==> src/rtl/rf_pkg.sv <==
package rf_pkg;
  localparam int IDX_W = 8;
  localparam int AC_W  = 4;
  localparam int ST_W  = 4;
  localparam int CLS_W = 3;

  typedef enum logic [1:0] {
    SEL_SRC = 2'd0,
    SEL_DST = 2'd1,
    SEL_FUN = 2'd2,
    SEL_ARG = 2'd3
  } addrSel_e;

  typedef enum logic [1:0] {
    IDX_HOLD = 2'd0,
    IDX_LOAD = 2'd1,
    IDX_INC  = 2'd2,
    IDX_REST = 2'd3
  } idxOp_e;

  typedef struct packed {
    idxOp_e   siOp;
    idxOp_e   diOp;
    idxOp_e   fiOp;
    idxOp_e   acOp;
    logic     riLoad;
    logic     vLoad;
    logic     vClear;
    logic     sLoad;
    logic     sczLoad;
    addrSel_e sel;
  } rfCtrl_t;
endpackage

==> src/rtl/rf_control.sv <==
module rf_control
  import rf_pkg::*;
(
  input  logic       siSet,
  input  logic       siInc,
  input  logic       diSet,
  input  logic       diInc,
  input  logic       riSet,
  input  logic       diRestore,
  input  logic       fiSet,
  input  logic       fiInc,
  input  logic       acSet,
  input  logic       acInc,
  input  logic       vSet,
  input  logic       vClr,
  input  logic       sSet,
  input  logic       sczSet,
  input  logic [1:0] adrSel,
  output rfCtrl_t    ctrl
);
  function automatic idxOp_e pick(input logic setS, input logic incS);
    if (setS)      return IDX_LOAD;
    else if (incS) return IDX_INC;
    else           return IDX_HOLD;
  endfunction

  always_comb begin
    ctrl.siOp    = pick(siSet, siInc);
    ctrl.fiOp    = pick(fiSet, fiInc);
    ctrl.acOp    = pick(acSet, acInc);
    ctrl.diOp    = diRestore ? IDX_REST : pick(diSet, diInc);
    ctrl.riLoad  = riSet;
    ctrl.vClear  = vClr;
    ctrl.vLoad   = vSet & ~vClr;
    ctrl.sLoad   = sSet;
    ctrl.sczLoad = sczSet;
    ctrl.sel     = addrSel_e'(adrSel);
  end
endmodule

==> src/rtl/rf_datapath.sv <==
module rf_datapath
  import rf_pkg::*;
#(
  parameter int IW = IDX_W,
  parameter int AW = AC_W,
  parameter int SW = ST_W,
  parameter int CW = CLS_W
) (
  input  logic          clk,
  input  logic          rst,
  input  rfCtrl_t       ctrl,
  input  logic [IW-1:0] dataIn,
  input  logic [CW-1:0] symClass,
  input  logic [SW-1:0] stateIn,
  output logic [IW-1:0] addrOut,
  output logic [IW-1:0] siOut,
  output logic [IW-1:0] valueOut,
  output logic [AW-1:0] acOut,
  output logic          acZero,
  output logic [SW-1:0] stateOut,
  output logic [CW:0]   sczOut
);
  localparam int NIDX = 3;
  localparam logic [IW-1:0] ONE_IDX = {{(IW-1){1'b0}}, 1'b1};
  localparam logic [AW-1:0] ONE_AC  = {{(AW-1){1'b0}}, 1'b1};

  logic [IW-1:0] idxQ [NIDX];
  idxOp_e        idxOp [NIDX];
  logic [IW-1:0] riQ;
  logic [IW-1:0] vQ;
  logic [AW-1:0] acQ;
  logic [SW-1:0] sQ;
  logic [CW:0]   sczQ;
  logic [IW-1:0] argOffset;

  assign idxOp[0] = ctrl.siOp;
  assign idxOp[1] = ctrl.diOp;
  assign idxOp[2] = ctrl.fiOp;

  for (genvar g = 0; g < NIDX; g++) begin : gIdx
    always_ff @(posedge clk) begin
      if (rst) idxQ[g] <= '0;
      else begin
        unique case (idxOp[g])
          IDX_LOAD: idxQ[g] <= dataIn;
          IDX_INC:  idxQ[g] <= idxQ[g] + ONE_IDX;
          IDX_REST: idxQ[g] <= riQ;
          default:  idxQ[g] <= idxQ[g];
        endcase
      end
    end
  end

  always_ff @(posedge clk) begin
    if (rst) begin
      riQ  <= '0;
      vQ   <= '0;
      acQ  <= '1;
      sQ   <= '0;
      sczQ <= '0;
    end else begin
      if (ctrl.riLoad) riQ <= idxQ[1];
      if (ctrl.vClear)     vQ <= '0;
      else if (ctrl.vLoad) vQ <= dataIn;
      unique case (ctrl.acOp)
        IDX_LOAD: acQ <= dataIn[AW-1:0];
        IDX_INC:  acQ <= acQ + ONE_AC;
        default:  acQ <= acQ;
      endcase
      if (ctrl.sLoad)   sQ   <= stateIn;
      if (ctrl.sczLoad) sczQ <= {acZero, symClass};
    end
  end

  assign argOffset = {{(IW-2){1'b1}}, vQ[1:0]};

  always_comb begin
    unique case (ctrl.sel)
      SEL_SRC: addrOut = idxQ[0];
      SEL_DST: addrOut = idxQ[1];
      SEL_FUN: addrOut = idxQ[2];
      default: addrOut = idxQ[0] + argOffset;
    endcase
  end

  assign siOut    = idxQ[0];
  assign valueOut = vQ;
  assign acOut    = acQ;
  assign acZero   = &acQ;
  assign stateOut = sQ;
  assign sczOut   = sczQ;
endmodule

==> src/rtl/reduction_regfile.sv <==
module reduction_regfile
  import rf_pkg::*;
(
  input  logic       clk,
  input  logic       rst,
  input  logic [7:0] dataIn,
  input  logic [2:0] symClass,
  input  logic [3:0] stateIn,
  input  logic       siSet,
  input  logic       siInc,
  input  logic       diSet,
  input  logic       diInc,
  input  logic       riSet,
  input  logic       diRestore,
  input  logic       fiSet,
  input  logic       fiInc,
  input  logic       acSet,
  input  logic       acInc,
  input  logic       vSet,
  input  logic       vClr,
  input  logic       sSet,
  input  logic       sczSet,
  input  logic [1:0] adrSel,
  output logic [7:0] addrOut,
  output logic [7:0] siOut,
  output logic [7:0] valueOut,
  output logic [3:0] acOut,
  output logic       acZero,
  output logic [3:0] stateOut,
  output logic [3:0] sczOut
);
  rfCtrl_t ctrl;

  rf_control u_ctrl (
    .siSet(siSet), .siInc(siInc), .diSet(diSet), .diInc(diInc),
    .riSet(riSet), .diRestore(diRestore), .fiSet(fiSet), .fiInc(fiInc),
    .acSet(acSet), .acInc(acInc), .vSet(vSet), .vClr(vClr),
    .sSet(sSet), .sczSet(sczSet), .adrSel(adrSel), .ctrl(ctrl)
  );

  rf_datapath #(.IW(8), .AW(4), .SW(4), .CW(3)) u_dp (
    .clk(clk), .rst(rst), .ctrl(ctrl), .dataIn(dataIn),
    .symClass(symClass), .stateIn(stateIn), .addrOut(addrOut),
    .siOut(siOut), .valueOut(valueOut), .acOut(acOut), .acZero(acZero),
    .stateOut(stateOut), .sczOut(sczOut)
  );
endmodule

==> config.mk <==
export PLATFORM = sky130hd
export DESIGN_NAME = reduction_regfile
export DESIGN_NICKNAME = d
export VERILOG_FILES = /design/src/rtl/rf_pkg.sv /design/src/rtl/rf_control.sv /design/src/rtl/rf_datapath.sv /design/src/rtl/reduction_regfile.sv
export SDC_FILE = /design/constraint.sdc
export NUM_CORES = 1
export LEC_CHECK = 0
export BUFFER_PORTS_ARGS = -buffer_cell sky130_fd_sc_hd__buf_2
export CORE_MARGIN = 1.5
export CORE_UTILIZATION = 40
export DETAILED_ROUTE_END_ITERATION = 6
export HOLD_SLACK_MARGIN = 0.15
export PLACE_DENSITY = 0.65
export SLEW_MARGIN = 20
export SYNTH_ARGS = -nofsm -noshare
export SYNTH_HDL_FRONTEND = slang
export SYNTH_HIERARCHICAL = 1
export SYNTH_SLANG_ARGS = --single-unit
==> constraint.sdc <==
create_clock -name clk -period 2.4 [get_ports clk]
set_input_delay 0.24 -clock clk [delete_from_list [all_inputs] [get_ports clk]]
set_output_delay 0.24 -clock clk [all_outputs]
set_load 0.01 [all_outputs]
==> results by group <==
Run
  – Maxcap violations: 0

Timing
  – Fin Setup TNS: -0.436 ns
  – Hold Violations, Final: 0
  – Fin. max-slew vios: 0
  – Maximum clock rate: ~380 MHz
  – RSZ-0062 raised after global routing: true
  – Period utilization: 1.09
  – Worst setup margin: -0.215 ns
  – Worst-Margin Slew: ~0.47 ns
  – Minimum clock period: between 2 and 3 ns
  – Final setup viols: 5
  – Clk_skew: about 0.0054 ns
  – Normalized max-slew margin: 0.683

Finish
  – Final core occ: 0.484
  – # diodes: 0
  – Share of cells above drive strength 1: 0.279
  – P&R area growth vs syn: 16.3%
  – Nets: 449
  – Fill count: 777

Critical path
  – CP cell instances: ha_2, inv_2, fa_2, or3b_4, nor3_2, xor2_1, mux4_2, buf_6
  – Peak per-stage delay on the critical path: 0.48 ns
  – CP bufs+invs: 2
  – CP Capture Type: output port
  – CP Max Fanout: 2
  – CP Data Required Time: ~2.2 ns
  – WP data arrival: between 2 and 2.5 ns
  – WS Path Type: reg -> out
  – Largest delay share family, worst path: simple AND/OR/NAND/NOR gates
  – Worst path slowest cell: mux4_2
  – CP Launch Type: flop

Floorplan
  – FP Rows: 32
  – Core Area: between 7000 and 8000 sq um
  – IO Pins: 70
  – Initial Utilization: 0.417
  – Die height: just over 90 um
  – Die ar.: between 8000 and 9000 sq um
  – Die width: between 90 and 100 um

Pwr
  – Comb power frac: 0.225
  – Clk pwr share: 0.242
  – Leak: around 1.6 nW
  – Worst ir drop on vdd: roughly 0.00036 V
  – Internal power: between 0.001 and 0.0015 W
  – Sw Pwr: around 0.00059 W
  – Cell area power density: approximately 530 nW/um^2
  – Sequential power share: 0.533
  – Switching part of the total: 0.295

Place
  – Detailed placement HPWL: ~6000 um
  – GP Congestion: a little under 0.9
  – Port-buffer cells: 69

Global route
  – Met2 global-route usage: 0.306
  – First-pass GRT wire length: around 13000 um
  – GRT Util Overall: 0.194
  – Vias in the first global route: between 2000 and 2500
  – M3 GR Usage: 0.0407
  – Initial antenna violation count: 0
  – GRT busiest layer: met2
  – Largest net degree at the start of global routing: 22
  – Gr ovfl total: 0
  – Met1 usage: 0.270

Logic synthesis
  – Post-synth top flop: dfxtp_1
  – Share of flip-flops with an asynchronous set or reset: 0
  – Cell Area, Synth: 3250 sq um
  – Post-synth EDFFs: 24
  – Synth cell types: between 40 and 50
  – Post-synthesis sequential area ratio: 0.394
  – Mapped Cells: between 300 and 400
  – Mean post-synth cell area: between 9 and 10 sq um
  – Syn nets: around 390
  – #FFs+latches synth: between 50 and 60
  – Ys Warns: 6

Route
  – Wire per inst: ~16 um
  – Vias per cell: between 5 and 6
  – First DRT Iteration DRCs: 168
  – DR DRC count: 0
  – Final ANT Viol Nets: 0
  – DR pass1 iterations: 4
  – Via count: roughly 2700
  – Routed wire length: between 8000 and 9000 um

Clock tree
  – Worst-Skew Late Latency: about 0.31 ns
  – Sink Count: 52
  – Num CTS Buffers: 5
  – Clk slew on worst S/H paths: ~0.09 ns
  – CTS H-Tree Depth: 2
  – CTS root buf: clkbuf_8
  – CTS Hold Bufs: 0
  – Max clock buf depth: 2
  – CTS tree: built

Status
  – Failing checks: setup timing
  – Status: finished, violations left

Min path
  – Hold Crit Class: in -> reg
==> placed cells by master, fill, tap and decap left out, types with 3 or more instances in the layout <==
master	n
xor2_1	9
a21oi_1	13
clkbuf_8	5
o21ai_1	4
xnor2_1	8
a31oi_1	7
nand2_1	31
nand3_1	15
nor2_1	41
mux2i_1	31
and3_1	4
o21a_1	3
mux2_2	3
ha_1	6
a211oi_1	4
buf_4	16
nor2b_1	9
a21o_1	4
buf_2	66
nor3_2	3
dfxtp_1	27
mux4_2	7
buf_6	3
edfxtp_1	24
or3_1	4
o22ai_1	3
nor3_1	4
a22oi_1	3
o21ai_0	16
inv_1	8
inv_2	3
==> cell type report <==
type	instances	area, sq um	share of cell area
multi-input cells	253	1770	0.467
clock buffers	7	76.3	0.0202
clock inverters	1	3.75	0.000993
repair buffers	85	484	0.128
inverters	11	41.3	0.0109
flip-flops and latches	52	1280	0.339
well taps	102	128	0.0338
==> tightest hold or removal path, cell delays in order <==
cell and delay (ns):
buf_2 0.08, mux2i_1 0.05, nor2_1 0.07
==> final timing paths <==
check	endpoint	depth (start not counted)	slack (ns)	start
min	u_dp/sczOut[0]$_SDFFE_PP0P_	3	0.16	symClass[0]
max reg2reg	u_dp/idxQ[0][1]$_DFFE_PP_	6	0.65	u_dp/idxQ[0][1]$_DFFE_PP_
max	addrOut[6]	8	-0.21	u_dp/idxQ[0][0]$_DFFE_PP_
min reg2reg	u_dp/valueOut[5]$_SDFFE_PP0P_	2	0.50	u_dp/valueOut[5]$_SDFFE_PP0P_
==> state kept, by name, indices dropped and copies added (netlist names) <==
signal and flops:
u_dp/idxQ 24, u_dp/riQ 8, u_dp/valueOut 8, u_dp/acOut 4, u_dp/sczOut 4, u_dp/stateOut 4
==> per-stage QoR <==
step | hold slack (ns) | power (W) | setup slack, ns | std cells | cell area [sq um]
3_3_place_gp | 0.470 | 0.00151 | 0.0912 | 496 | 3620
3_5_place_dp | 0.480 | 0.00151 | 0.0681 | 496 | 3620
5_1_grt | 0.184 | 0.00211 | -0.303 | 511 | 3780
2_1_floorplan | 0.387 | 0.00136 | 0.0620 | 347 | 3250
4_1_cts | 0.156 | 0.00201 | -0.245 | 510 | 3750
6_report | 0.165 | 0.00200 | -0.215 | 511 | 3780
==> cell usage after synthesis (3+ instances only) <==
library cell	number	area [sq um]
a211oi_1	4	30.0
a21o_1	4	30.0
a21oi_1	13	65.1
a22oi_1	3	22.5
a31oi_1	7	43.8
and3_1	4	25.0
buf_2	3	15.0
buf_4	9	67.6
clkbuf_1	16	60.1
dfxtp_1	28	561
edfxtp_1	24	721
ha_1	7	87.6
inv_1	9	33.8
mux2_2	3	33.8
mux2i_1	31	310
mux4_2	5	113
nand2_1	31	116
nand3_1	15	75.1
nor2_1	41	154
nor2b_1	9	56.3
nor3_1	4	20.0
nor3_2	3	30.0
o21a_1	3	22.5
o21ai_0	16	80.1
o21ai_1	4	20.0
o22ai_1	3	18.8
or3_1	4	25.0
xnor2_1	8	70.1
xor2_1	9	78.8
==> per-layer routing <==
layer	vias to the layer above	share of wire
met3	12	0.065
met4	0	0.021
li1	1348	-
met1	1277	0.46
met5	-	0
met2	89	0.45
==> cells by family (layout without fill, tap and decap cells) <==
| logic type | Yosys count | in the layout | share of synthesized area |
|---|---|---|---|
| AND/OR/NAND/NOR | 121 | 121 | 0.179 |
| AO/OA/AOI/OAI | 66 | 66 | 0.127 |
| adder cells (fa/ha/maj) | 8 | 8 | 0.0331 |
| multiplexers | 41 | 41 | 0.157 |
| XOR/XNOR | 17 | 17 | 0.0458 |
| buffers and inverters | 42 | 104 | 0.0646 |
| flip-flops | 52 | 52 | 0.394 |
==> power by group through the flow <==
stage / clock, W / sequential [W] / combinational [W]
6_report: 0.000485 / 0.00107 / 0.000450
5_1_grt: 0.000538 / 0.00108 / 0.000498
4_1_cts: 0.000501 / 0.00107 / 0.000439
3_5_place_dp: 0 / 0.00109 / 0.000426
3_3_place_gp: 0 / 0.00109 / 0.000419
2_1_floorplan: 0 / 0.00107 / 0.000293
==> repair_timing <==
item | CTS | global route
buffers inserted | 6 | 1
resized for setup | 5 | 5
pin swaps | 8 | 4
endpoints found under the setup margin | 4 | 7
Power figures use the tool's default switching activity.
